File: config.mk
export PLATFORM = sky130hd
export DESIGN_NAME = burst_addr_gen
export DESIGN_NICKNAME = d
export VERILOG_FILES = /design/src/rtl/burst_addr_pkg.sv /design/src/rtl/burst_cfg_regs.sv /design/src/rtl/burst_next_addr.sv /design/src/rtl/burst_cont_track.sv /design/src/rtl/burst_addr_gen.sv
export SDC_FILE = /design/constraint.sdc
export NUM_CORES = 1
export LEC_CHECK = 0
export BUFFER_PORTS_ARGS = -buffer_cell sky130_fd_sc_hd__buf_2
export CORE_MARGIN = 2
export CORE_UTILIZATION = 52
export DETAILED_ROUTE_END_ITERATION = 16
export PLACE_DENSITY_LB_ADDON = 0.3
export SYNTH_ARGS = -nofsm -noshare
export SYNTH_HDL_FRONTEND = slang
export SYNTH_SLANG_ARGS = --single-unit
File: constraint.sdc
create_clock -name clk -period 4.9 [get_ports clk]
set_input_delay 0.98 -clock clk [delete_from_list [all_inputs] [get_ports clk]]
set_output_delay 0.98 -clock clk [all_outputs]
set_load 0.01 [all_outputs]
File: src/rtl/burst_addr_pkg.sv
package burst_addr_pkg;

    typedef enum logic [1:0] {
        PH_IDLE   = 2'd0,
        PH_MODE   = 2'd1,
        PH_STREAM = 2'd2
    } phase_e;

    localparam logic [1:0] CONT_KEY = 2'b10;

    function automatic logic [3:0] dummy_count(input logic [1:0] sel);
        return {1'b0, sel, 1'b0} + 4'd2;
    endfunction

endpackage

File: src/rtl/burst_cfg_regs.sv
module burst_cfg_regs
    import burst_addr_pkg::*;
#(
    parameter int CODE_W = 2
) (
    input  logic              clk,
    input  logic              rst_n,
    input  logic              wrap_we,
    input  logic [CODE_W:0]   wrap_in,
    input  logic              dummy_we,
    input  logic [1:0]        dummy_in,
    output logic              wrap_on,
    output logic [CODE_W-1:0] wrap_code,
    output logic [3:0]        dummy_clks
);

    logic [1:0] dsel_q;

    always_ff @(posedge clk or negedge rst_n) begin
        if (!rst_n) begin
            wrap_on   <= 1'b0;
            wrap_code <= '0;
        end else if (wrap_we) begin
            wrap_on   <= ~wrap_in[CODE_W];
            wrap_code <= wrap_in[CODE_W-1:0];
        end
    end

    always_ff @(posedge clk or negedge rst_n) begin
        if (!rst_n) begin
            dsel_q <= 2'b00;
        end else if (dummy_we) begin
            dsel_q <= dummy_in;
        end
    end

    always_comb begin
        dummy_clks = dummy_count(dsel_q);
    end

endmodule

File: src/rtl/burst_next_addr.sv
module burst_next_addr #(
    parameter int ADDR_W     = 32,
    parameter int NUM_WIN    = 4,
    parameter int MIN_WIN_LG = 3
) (
    input  logic [ADDR_W-1:0]           cur,
    input  logic                        wrap_on,
    input  logic [$clog2(NUM_WIN)-1:0]  wrap_code,
    output logic [ADDR_W-1:0]           nxt
);

    logic [ADDR_W-1:0] inc;
    logic [ADDR_W-1:0] cand [NUM_WIN];

    assign inc = cur + {{(ADDR_W-1){1'b0}}, 1'b1};

    for (genvar k = 0; k < NUM_WIN; k++) begin : g_win
        localparam int LG = MIN_WIN_LG + k;
        assign cand[k] = {cur[ADDR_W-1:LG], inc[LG-1:0]};
    end

    assign nxt = wrap_on ? cand[wrap_code] : inc;

endmodule

File: src/rtl/burst_cont_track.sv
module burst_cont_track
    import burst_addr_pkg::*;
#(
    parameter int MODE_W = 8,
    parameter int KEY_LO = 4
) (
    input  logic              clk,
    input  logic              rst_n,
    input  logic              take,
    input  logic [MODE_W-1:0] bits,
    output logic              skip
);

    always_ff @(posedge clk or negedge rst_n) begin
        if (!rst_n) begin
            skip <= 1'b0;
        end else if (take) begin
            skip <= (bits[KEY_LO+1:KEY_LO] == CONT_KEY);
        end
    end

endmodule

File: src/rtl/burst_addr_gen.sv
module burst_addr_gen
    import burst_addr_pkg::*;
#(
    parameter int ADDR_W = 32
) (
    input  logic              clk,
    input  logic              rst_n,
    input  logic              start,
    input  logic [ADDR_W-1:0] start_addr,
    input  logic              mode_valid,
    input  logic [7:0]        mode_bits,
    input  logic              byte_step,
    input  logic              cs_end,
    input  logic              wrap_we,
    input  logic [2:0]        wrap_cfg,
    input  logic              dummy_we,
    input  logic [1:0]        dummy_sel,
    output logic [1:0]        phase,
    output logic [ADDR_W-1:0] cur_addr,
    output logic [3:0]        dummy_clks,
    output logic              skip_opcode
);

    localparam int NUM_WIN    = 4;
    localparam int MIN_WIN_LG = 3;
    localparam int CODE_W     = $clog2(NUM_WIN);

    phase_e state_q, state_d;

    logic              wrap_on;
    logic [CODE_W-1:0] wrap_code;
    logic [ADDR_W-1:0] addr_nxt;
    logic              load_go;
    logic              step_go;
    logic              mode_take;

    assign load_go   = (state_q == PH_IDLE)   && start      && !cs_end;
    assign step_go   = (state_q == PH_STREAM) && byte_step  && !cs_end;
    assign mode_take = (state_q == PH_MODE)   && mode_valid && !cs_end;

    burst_cfg_regs #(.CODE_W(CODE_W)) u_cfg (
        .clk        (clk),
        .rst_n      (rst_n),
        .wrap_we    (wrap_we),
        .wrap_in    (wrap_cfg),
        .dummy_we   (dummy_we),
        .dummy_in   (dummy_sel),
        .wrap_on    (wrap_on),
        .wrap_code  (wrap_code),
        .dummy_clks (dummy_clks)
    );

    burst_next_addr #(
        .ADDR_W     (ADDR_W),
        .NUM_WIN    (NUM_WIN),
        .MIN_WIN_LG (MIN_WIN_LG)
    ) u_next (
        .cur       (cur_addr),
        .wrap_on   (wrap_on),
        .wrap_code (wrap_code),
        .nxt       (addr_nxt)
    );

    burst_cont_track #(.MODE_W(8), .KEY_LO(4)) u_cont (
        .clk   (clk),
        .rst_n (rst_n),
        .take  (mode_take),
        .bits  (mode_bits),
        .skip  (skip_opcode)
    );

    // state register
    always_ff @(posedge clk or negedge rst_n) begin
        if (!rst_n) begin
            state_q <= PH_IDLE;
        end else begin
            state_q <= state_d;
        end
    end

    // transitions: start, mode_take, cs_end
    always_comb begin
        state_d = state_q;
        unique case (state_q)
            PH_IDLE: begin
                if (load_go) state_d = PH_MODE;
            end
            PH_MODE: begin
                if (cs_end)         state_d = PH_IDLE;
                else if (mode_take) state_d = PH_STREAM;
            end
            PH_STREAM: begin
                if (cs_end) state_d = PH_IDLE;
            end
            default: state_d = PH_IDLE;
        endcase
    end

    // outputs: address register
    always_ff @(posedge clk or negedge rst_n) begin
        if (!rst_n) begin
            cur_addr <= '0;
        end else if (load_go) begin
            cur_addr <= start_addr;
        end else if (step_go) begin
            cur_addr <= addr_nxt;
        end
    end

    assign phase = state_q;

endmodule

==> impl_summary.txt <==
----------------------------------------------------
[Placement]
  Quantity of I/O buffers inserted on ports ... 84
  Post-detailed-placement half-perimeter wirelength ... about 4400 um
  Final weighted congestion of routability-driven global placement ... a little over 0.8
  Post-placement cell area ... about 2800 um2
  # placed instances ... 387

[CTS]
  Insertion delay to the later sink of the worst-skew pair ... 0.29 ns
  Clock input transition at the sequential cells of the worst setup and hold paths ... around 0.080 ns
  H-tree level count ... 2
  # Post-CTS Setup Buffers ... 0
  Root buf cell ... clkbuf_8
  Post-CTS Hold Fix Bufs ... 0
  Clock Sinks ... 40
  TritonCTS clock tree ... yes
  Bufs on Longest Clock Path ... 2
  Cells resized by post-CTS repair ... 0
  Total clock buffers created by CTS ... 5

[Synthesis]
  Number of synthesized flops with an enable pin ... 0
  Post-synthesis cell count ... around 260
  Number of synthesized register bits ... 40
  Predominant post-synthesis flop cell ... dfrtp_1
  Post-synthesis area per instance ... 9.00 um2
  Number of distinct standard cells referenced by the synthesized netlist ... 54
  Synth async-reset ratio ... 100%
  Yosys synthesis warning count ... 0
  Post-Synthesis Cell Area ... roughly 2300 um2
  Number of nets produced by synthesis ... 314
  Proportion of synthesized chip area in sequential cells ... 42.9%

[Outcome]
  Status ... complete, no violations

[Timing]
  Final setup violation count ... 0
  RSZ-0062 raised after global routing ... no
  Slew Limit Fails ... 0
  Number of hold violations in the final report ... 0
  Maximum clock rate ... roughly 420 MHz
  Tmin final ... ~2.4 ns
  Slew margin rel. ... 21.2%
  Worst Tran Pin Value ... approximately 1.2 ns
  Skew final ... between 0.005 and 0.006 ns
  Fraction of the cycle the final worst path needs ... 48.7%
  Final-layout setup total negative slack ... 0 ns

[Setup path]
  Kind of critical path ... primary input to register
  Arrival time of data at the critical path endpoint ... about 2.6 ns
  Required time of the critical path ... between 5 and 6 ns
  Cell depth of the worst flop-to-flop path ... 6
  Reg2Reg Capture Point ... cur_addr[28]
  Crit. End Element ... register
  Reg2reg start ... cur_addr[0]
  Setup slack of the worst register-to-register path ... about 2.6 ns
  Critical path launch point type ... primary input
  Critical-path maximum fanout ... 17

[Routing]
  Total via count after detailed routing ... 2326
  Number of routed nets with antenna violations ... 0
  Router iterations before antenna repair ... 4
  Drc violations ... 0
  Initial DRC Count ... roughly 190
  Average via count per standard cell ... 5.89
  Routed Wire Length ... 6080 um
  DR WL/cell ... around 15 um

[Cells and area]
  Area overhead of the layout relative to synthesis ... 23.3%
  Final Instance Count excl. Fillers ... about 400
  Number of antenna repair diodes ... 0
  Number of nets in the final layout ... roughly 400
  Post-Layout Inst Area ... roughly 2900 um2
  Share of cells above drive strength 1 ... approximately 30%

[Global routing]
  Most used routing layer ... met2
  Met1 usage in global routing ... 35.7%
  Total global routing track utilization ... about a quarter
  Met3 usage ... about 5.3%
  Total congestion overflow ... 0
  M2 GR Usage ... between 40% and 50%
  Pin count of the biggest net entering global routing ... 47
  Number of antenna violations at the first check in global routing ... 0
  First-pass GRT wire length ... approximately 10000 um
  Vias in the first global route ... roughly 2.3k

[Die]
  Die area ... 5040 um2
  Total number of placement rows ... 24
  Starting utilization of the core area ... 53.9%
  Ports ... a little over 90
  Floorplan die height ... around 70 um
  Core Area ... 4320 um2
  Die span in x ... a little over 70 um

[Power and ir drop]
  PD cells ... 342 nW/um2
  VDD IR-drop max ... 151 uV
  Total power consumption of the routed design ... a little under 1000 uW
  Static leakage ... 0.00128 uW

[Hold path]
  WHS Path Cells ... 2
  Hold WC Path Type ... register to register
  Hold path startpoint ... u_cont.skip
  Endpoint of the worst hold path ... u_cont.skip

[Flow run]
  Max-cap violations ... 0

----------------------------------------------------
## cells in the mapped netlist, types with 2 or more instances
master	n	area share, %
a21oi_1	6	1.3
o311ai_1	5	1.9
dfrtp_1	40	43
nor4bb_1	2	0.86
mux2_2	3	1.4
nand2_1	37	6.0
clkbuf_1	3	0.48
nor3_1	7	1.5
buf_1	3	0.48
nand3b_1	4	1.3
nor4_4	2	1.8
and3_1	3	0.80
ha_1	2	1.1
nand4_1	8	2.1
nor4_1	5	1.3
mux2i_1	2	0.86
nand3_1	19	4.1
or2_1	2	0.54
a211oi_1	2	0.64
nor2_1	17	2.7
o21ai_0	8	1.7
o211ai_1	3	0.97
xor2_1	6	2.3
nand4_2	2	1.1
a221o_1	2	0.86
o21ai_1	17	3.6
nor2b_1	2	0.54
a22oi_1	6	1.9
nor4b_1	2	0.75
inv_1	8	1.3
xnor2_1	8	3.0
## final cells by class
cell class,count,area (um2)
Sequential cell,40,1000
Tap cell,52,65.1
Clock buffer,8,90.1
Fill cell,404,1450
Inverter,8,30.0
Multi-Input combinational cell,202,1260
Timing Repair Buffer,85,428
## cell usage in the layout (no fill, tap or decap), types with 2 or more instances in the layout
| master | synthesis | final |
|---|---|---|
| a21oi_1 | 6 | 6 |
| nand3_1 | 19 | 19 |
| o311ai_1 | 5 | 5 |
| nand3b_1 | 4 | 4 |
| nor2_1 | 17 | 17 |
| o211ai_1 | 3 | 3 |
| and3_1 | 3 | 3 |
| mux2_2 | 3 | 3 |
| nor3_1 | 7 | 7 |
| nor4_4 | 2 | 2 |
| nand4_1 | 8 | 8 |
| mux2i_1 | 2 | 2 |
| xnor2_1 | 8 | 8 |
| clkbuf_8 | 0 | 6 |
| o21ai_0 | 8 | 8 |
| or2_1 | 2 | 2 |
| o21ai_1 | 17 | 17 |
| nor4_1 | 5 | 5 |
| inv_1 | 8 | 8 |
| clkbuf_1 | 3 | 2 |
| nand2_1 | 37 | 37 |
| nor4bb_1 | 2 | 2 |
| a22oi_1 | 6 | 6 |
| a221o_1 | 2 | 2 |
| ha_1 | 2 | 2 |
| xor2_1 | 6 | 6 |
| nand4_2 | 2 | 2 |
| a211oi_1 | 2 | 2 |
| buf_2 | 1 | 84 |
| dfrtp_1 | 40 | 40 |
| nor2b_1 | 2 | 2 |
## power by group
group | leakage (uW) | switching, uW | internal [uW]
registers | 0.000481 | 92.7 | 393
logic | 0.000753 | 145 | 126
clock network | 0.0000455 | 113 | 115
total | 0.00128 | 351 | 634
## critical path, cell delays in order
cell	delay, ns
buf_2	0.12
and3b_1	0.21
o21ai_1	0.91
o21ai_0	0.26
o21ai_1	0.13
## logic make-up after synthesis
group / after synthesis / synth area share, %
and+or+nand+nor: 122 / 28.8
AOI/OAI and AO/OA: 58 / 16.2
DFF: 40 / 42.9
buffers and inverters: 17 / 3.27
xor gates and xnor gates: 14 / 5.26
muxes: 5 / 2.31
adders and majority gates: 2 / 1.07
other: 1 / 0.161
## routing by layer
layer	up-vias	wire (um)
li1	1127	-
met4	0	68
met1	1088	2630
met2	104	2920
met3	7	464
met5	-	0
## worst max-delay path by stage
stage                     slack, ns           end       from
final                          2.51   cur_addr[9]  byte_step
after global routing           2.37   cur_addr[8]  byte_step
after CTS                      2.54   cur_addr[8]  byte_step
after detailed placement       2.23   cur_addr[8]  byte_step
after global placement         2.27   cur_addr[9]     cs_end
after floorplan                2.65  cur_addr[14]     cs_end
## sequential cells by signal (all words and copies together), names as in the netlist
register,count
u_cont.skip,1
u_cfg.wrap_code,2
u_cfg.dsel_q,2
phase,2
u_cfg.wrap_on,1
cur_addr,32
## stage by stage
step	setup WS (ns)	util [%]	hold WS (ns)
CTS	2.54	66.5	0.510
global route	2.37	66.5	0.537
floorplan	2.65	-	0.485
detailed placement	2.23	64.4	0.494
finish	2.51	66.5	0.507
global placement	2.27	64.4	0.485
No activity file was read; power rests on OpenSTA's default activity.
